--- config.mk ---
export PLATFORM = sky130hd
export DESIGN_NAME = wdog_prescaled
export DESIGN_NICKNAME = d
export VERILOG_FILES = /design/src/rtl/wdog_pkg.sv /design/src/rtl/wdog_ctl_reg.sv /design/src/rtl/wdog_tick_chain.sv /design/src/rtl/wdog_timeout_cnt.sv /design/src/rtl/wdog_prescaled.sv
export SDC_FILE = /design/constraint.sdc
export NUM_CORES = 1
export LEC_CHECK = 0
export CAP_MARGIN = 20
export CORE_MARGIN = 4
export CORE_UTILIZATION = 25
export CTS_CLUSTER_SIZE = 10
export DETAILED_ROUTE_END_ITERATION = 16
export PLACE_DENSITY = 0.46
export SYNTH_ARGS = -nofsm -noshare
export SYNTH_HDL_FRONTEND = slang
export SYNTH_SLANG_ARGS = --single-unit
--- constraint.sdc ---
create_clock -name clk -period 3.22 [get_ports clk]
set_input_delay 0.644 -clock clk [delete_from_list [all_inputs] [get_ports clk]]
set_output_delay 0.644 -clock clk [all_outputs]
set_load 0.05 [all_outputs]
--- src/rtl/wdog_pkg.sv ---
package wdog_pkg;
  localparam int PSEL_W = 3;
  localparam int PRE_W  = 1 << PSEL_W;   // widest divider is 2^PRE_W
  localparam int EXP_W  = PSEL_W + 1;

  // control byte bit positions
  localparam int BIT_EN   = 7;
  localparam int BIT_CLR  = 6;
  localparam int BIT_WIDL = 5;

  // divider exponent: divider = 2 ** psel_exp(code)
  function automatic logic [EXP_W-1:0] psel_exp(input logic [PSEL_W-1:0] code);
    logic [EXP_W-1:0] e;
    case (code)
      3'b000:  e = EXP_W'(1);
      3'b010:  e = EXP_W'(2);
      3'b001:  e = EXP_W'(3);
      3'b011:  e = EXP_W'(4);
      default: e = EXP_W'(code) + EXP_W'(1);
    endcase
    return e;
  endfunction
endpackage

--- src/rtl/wdog_ctl_reg.sv ---
module wdog_ctl_reg
  import wdog_pkg::*;
(
  input  logic              clk,
  input  logic              rst_n,
  input  logic              wr_i,
  input  logic [7:0]        wdata_i,
  output logic              en_o,
  output logic              clr_o,
  output logic              widl_o,
  output logic [PSEL_W-1:0] psel_o,
  output logic [7:0]        rdata_o
);
  logic              en_q, clr_q, widl_q;
  logic [PSEL_W-1:0] psel_q;

  always_ff @(posedge clk or negedge rst_n) begin
    if (!rst_n) begin
      en_q   <= 1'b0;
      clr_q  <= 1'b0;
      widl_q <= 1'b0;
      psel_q <= '0;
    end else if (wr_i) begin
      en_q   <= wdata_i[BIT_EN];
      clr_q  <= wdata_i[BIT_CLR];
      widl_q <= wdata_i[BIT_WIDL];
      psel_q <= wdata_i[PSEL_W-1:0];
    end else begin
      clr_q  <= 1'b0;              // self-clearing after one cycle
    end
  end

  assign en_o   = en_q;
  assign clr_o  = clr_q;
  assign widl_o = widl_q;
  assign psel_o = psel_q;
  assign rdata_o = {en_q, clr_q, widl_q, {(5-PSEL_W){1'b0}}, psel_q};
endmodule

--- src/rtl/wdog_tick_chain.sv ---
module wdog_tick_chain
  import wdog_pkg::*;
#(
  parameter int BASE_DIV = 12
) (
  input  logic              clk,
  input  logic              rst_n,
  input  logic              run_i,
  input  logic              zero_i,
  input  logic [PSEL_W-1:0] psel_i,
  output logic              tick_o
);
  localparam int BASE_W = (BASE_DIV > 2) ? $clog2(BASE_DIV) : 1;

  logic [BASE_W-1:0] base_q;
  logic [PRE_W-1:0]  pre_q;
  logic [PRE_W-1:0]  sel_mask;
  logic [EXP_W-1:0]  sel_exp;
  logic              base_wrap, pre_full;

  assign sel_exp   = psel_exp(psel_i);
  assign base_wrap = (base_q == BASE_W'(BASE_DIV - 1));

  for (genvar i = 0; i < PRE_W; i++) begin : g_mask
    assign sel_mask[i] = (EXP_W'(i) < sel_exp);
  end

  assign pre_full = &(pre_q | ~sel_mask);

  always_ff @(posedge clk or negedge rst_n) begin
    if (!rst_n) begin
      base_q <= '0;
      pre_q  <= '0;
    end else if (zero_i) begin
      base_q <= '0;
      pre_q  <= '0;
    end else if (run_i) begin
      base_q <= base_wrap ? '0 : base_q + 1'b1;
      if (base_wrap) pre_q <= pre_q + 1'b1;
    end
  end

  assign tick_o = run_i & base_wrap & pre_full;
endmodule

--- src/rtl/wdog_timeout_cnt.sv ---
module wdog_timeout_cnt #(
  parameter int CNT_W = 14
) (
  input  logic             clk,
  input  logic             rst_n,
  input  logic             zero_i,
  input  logic             tick_i,
  output logic [CNT_W-1:0] cnt_o,
  output logic             req_o
);
  logic [CNT_W-1:0] cnt_q;
  logic             req_q;
  logic             ovf;

  assign ovf = tick_i & (&cnt_q);

  always_ff @(posedge clk or negedge rst_n) begin
    if (!rst_n) begin
      cnt_q <= '0;
      req_q <= 1'b0;
    end else begin
      req_q <= ovf;
      if (zero_i)      cnt_q <= '0;
      else if (tick_i) cnt_q <= cnt_q + 1'b1;   // wraps to zero on overflow
    end
  end

  assign cnt_o = cnt_q;
  assign req_o = req_q;
endmodule

--- src/rtl/wdog_prescaled.sv ---
module wdog_prescaled
  import wdog_pkg::*;
#(
  parameter int BASE_DIV = 12,
  parameter int CNT_W    = 14
) (
  input  logic       clk,
  input  logic       rst_n,
  input  logic       idle_i,
  input  logic       ctl_wr_i,
  input  logic [7:0] ctl_wdata_i,
  output logic [7:0] ctl_rdata_o,
  output logic       wdt_rst_req_o
);
  logic              en, clr, widl;
  logic [PSEL_W-1:0] psel;
  logic              run, zero, tick;
  logic [CNT_W-1:0]  cnt_q;

  wdog_ctl_reg u_reg (
    .clk    (clk),
    .rst_n  (rst_n),
    .wr_i   (ctl_wr_i),
    .wdata_i(ctl_wdata_i),
    .en_o   (en),
    .clr_o  (clr),
    .widl_o (widl),
    .psel_o (psel),
    .rdata_o(ctl_rdata_o)
  );

  assign zero = ~en | clr;
  assign run  = en & ~clr & (~idle_i | widl);

  wdog_tick_chain #(.BASE_DIV(BASE_DIV)) u_chain (
    .clk   (clk),
    .rst_n (rst_n),
    .run_i (run),
    .zero_i(zero),
    .psel_i(psel),
    .tick_o(tick)
  );

  wdog_timeout_cnt #(.CNT_W(CNT_W)) u_cnt (
    .clk   (clk),
    .rst_n (rst_n),
    .zero_i(zero),
    .tick_i(tick),
    .cnt_o (cnt_q),
    .req_o (wdt_rst_req_o)
  );
endmodule

==> summary.md <==
| Metric | Value |
|---|---|
| Post-CTS sizing | `0` |
| PwrDens | `399.9 nW/µm²` |
| Synthesized area | `1973 µm²` |
| Top cell type's share of synthesized area | `41.85%` |
| Initial core utilization | `25.67%` |
| Initial antenna violation count | `0` |
| Crit-path max FO | `22` |
| CTS clk-pin slew, worst paths | `0.07 ns` |
| DRT iter0 DRCs | `75` |
| Area leader, netlist | `dfrtp_1` |
| EDFF count, synth | `0` |
| Total congestion overflow | `0` |
| Fin crit share | `86.76%` |
| Worst r2r src | `u_reg.psel_o[0]` |
| Drt first pass iters | `6` |
| CTS tree | `done` |
| Most numerous cell in the Yosys netlist | `dfrtp_1` |
| Post-DR wirelength/cell | `12.82 µm` |
| RSZ-0062 raised after global routing | `false` |
| P&R area growth vs syn | `15.60%` |
| Number of diodes | `0` |
| Static leakage | `0.8826 nW` |
| Final Util | `29.67%` |
| Top cells by area, synth | `dfrtp_1 42%, a21oi_1 4.3%, nand2_1 4.0%, ha_1 3.8%, o31ai_1 3.4%` |
| Highest clock rate | `0.3580 GHz` |
| Die ar. | `9378 µm²` |
| Critical Path RT | `3.40 ns` |
| WL final | `4242 µm` |
| HPWL after detailed placement | `2967 µm` |
| Startpoint class of the critical path | `flip-flop` |
| Clock insertion delay at the later pin of the skew report | `0.28 ns` |
| Final max-slew violation count | `0` |
| Global placer's final weighted congestion | `0.7654` |
| Part of the Yosys area used for sequential elements | `41.85%` |
| Max rail drop VDD | `0.0001115 V` |
| MaxCap Viol Count | `0` |
| Row count | `32` |
| Flops & latches, synth | `33` |
| Vias per inst | `4.879` |
| Crit end category | `flip-flop` |
| Transition time of the tightest slew-check pin | `0.9668 ns` |
| Core area | `7687 µm²` |
| Flop-to-flop setup slack | `0.43 ns` |
| Warnings from Yosys | `0` |
| Critical path origin | `u_reg.psel_o[0]` |
| Commonest cells in the synthesized netlist | `33 x dfrtp_1, 21 x nand2_1, 17 x a21oi_1, 14 x nor2_1` |
| Post-synth ARST share | `100.0%` |
| Skew final | `0.008425 ns` |
| Post-CTS setup buffer count | `0` |
| Setup TNS | `0 ns` |
| Vias | `1,615` |
| Final Hold Viols | `0` |
| Arr. time, crit path | `2.98 ns` |
| Net count, final | `247` |
| Post-Synthesis Cells | `217` |
| Ys flop type | `dfrtp_1` |
| Largest net degree at the start of global routing | `34` |
| First-pass GRT wire length | `7445 µm` |
| Synth cell types | `45` |
| Vias in the first global route | `1,586` |
| H-tree lvl count | `2` |
| Status | `completed` |
| DRT antenna net count | `0` |
| Sink Count | `33` |
| Start point of the worst hold path | `u_cnt.cnt_o[0]` |
| CTS buffer count | `5` |
| Number of I/O pins | `21` |
| Die height | `96.84 µm` |
| Min Tclk post-route | `2.794 ns` |
| Fill count | `841` |
| Die W | `96.84 µm` |
| Slew HR | `35.55%` |
| # setup viols final | `0` |
| GRT Overall Usage | `9.533%` |
| Worst min path class | `reg -> reg` |
| Synthesized area per cell | `9.093 µm²` |
| Maximum root-to-sink buffer count | `2` |
| Share of cells above drive strength 1 | `7.424%` |
| Input/output buffers | `16` |
| Hold-fix buffers, CTS | `0` |
| Worst Path Class, Setup | `reg -> reg` |
| DRC violations left | `0` |
| Clk root buf | `clkbuf_8` |
## kinds of logic after synthesis
logic type	share of synthesized area, %
other cells	0.1901
xor+xnor	3.107
fa+ha+maj	3.805
compound gates	19.09
flops	41.85
simple gates	23.02
mux	2.156
buf+inv	6.785
## metal layers
| layer | track usage, % | part of all wire, % | up-vias |
|---|---|---|---|
| met5 | 0 | 0 | - |
| met4 | 3.240 | 0.83 | 0 |
| met3 | 2.379 | 2.4 | 2 |
| met2 | 16.30 | 49 | 21 |
| met1 | 11.65 | 48 | 778 |
| li1 | - | - | 814 |
## state kept, by name, summed over array words and instances (netlist names)
register	cells
u_chain.pre_q	8
u_reg.en_o	1
u_reg.widl_o	1
u_reg.clr_o	1
u_cnt.cnt_o	14
u_chain.base_q	4
u_cnt.req_o	1
u_reg.psel_o	3
## placed cells by master, fill, tap and decap left out, types with 9 or more instances in the layout
cell type         n
or4_1             9
nand3_1          12
nand2_1          21
a21oi_1          17
o21ai_0          12
nor2_1           14
dfrtp_1          33
clkdlybuf4s50_1  16
o31ai_1           9
## worst max-delay path, cell delays in order, from the launching register on
cell and delay, ns:
dfrtp_1 0.53, inv_1 0.10, ha_1 0.24, nor2_1 0.21, a31oi_1 0.18, o32ai_2 0.35, nand3_2 0.36, or4_1 0.57
a21oi_1 0.15
## per-stage QoR
step                      hold WS, ns  instances  setup slack (ns)  area [µm²]  power [mW]
after CTS                      0.5362        331            0.4265        2281      0.9383
after global routing           0.5554        331            0.1596        2281      0.9681
after floorplan                0.3484        218            0.5265        1977      0.5567
after detailed placement       0.5256        324            0.4341        2195      0.6034
after global placement         0.5175        324            0.3924        2195      0.6048
final                          0.5351        331            0.4264        2281      0.9121
## worst paths after layout
check                      cells past startpoint           endpoint
max in group asynchronous                      2  u_chain.base_q[0]
setup reg to reg                               8     u_cnt.cnt_o[7]
hold / removal                                 1     u_cnt.cnt_o[0]
min in group asynchronous                      2    u_reg.psel_o[0]
hold reg to reg                                1     u_cnt.cnt_o[0]
setup / recovery                               8     u_cnt.cnt_o[7]
## final cells by class
cell class	instances	area (µm²)	area share, %
inverters	5	18.77	0.8228
flip-flops and latches	33	825.8	36.20
well taps	102	127.6	5.595
clock buffers	7	86.33	3.785
multi-input cells	162	1017	44.60
repair buffers	22	205.2	8.996
## report_power, final
part	switching, mW	internal, mW
Sequential	0.0164	0.424
Clock	0.150	0.170
Combinational	0.0952	0.0572
Total	0.261	0.651
No activity file was read; power rests on OpenSTA's default activity.
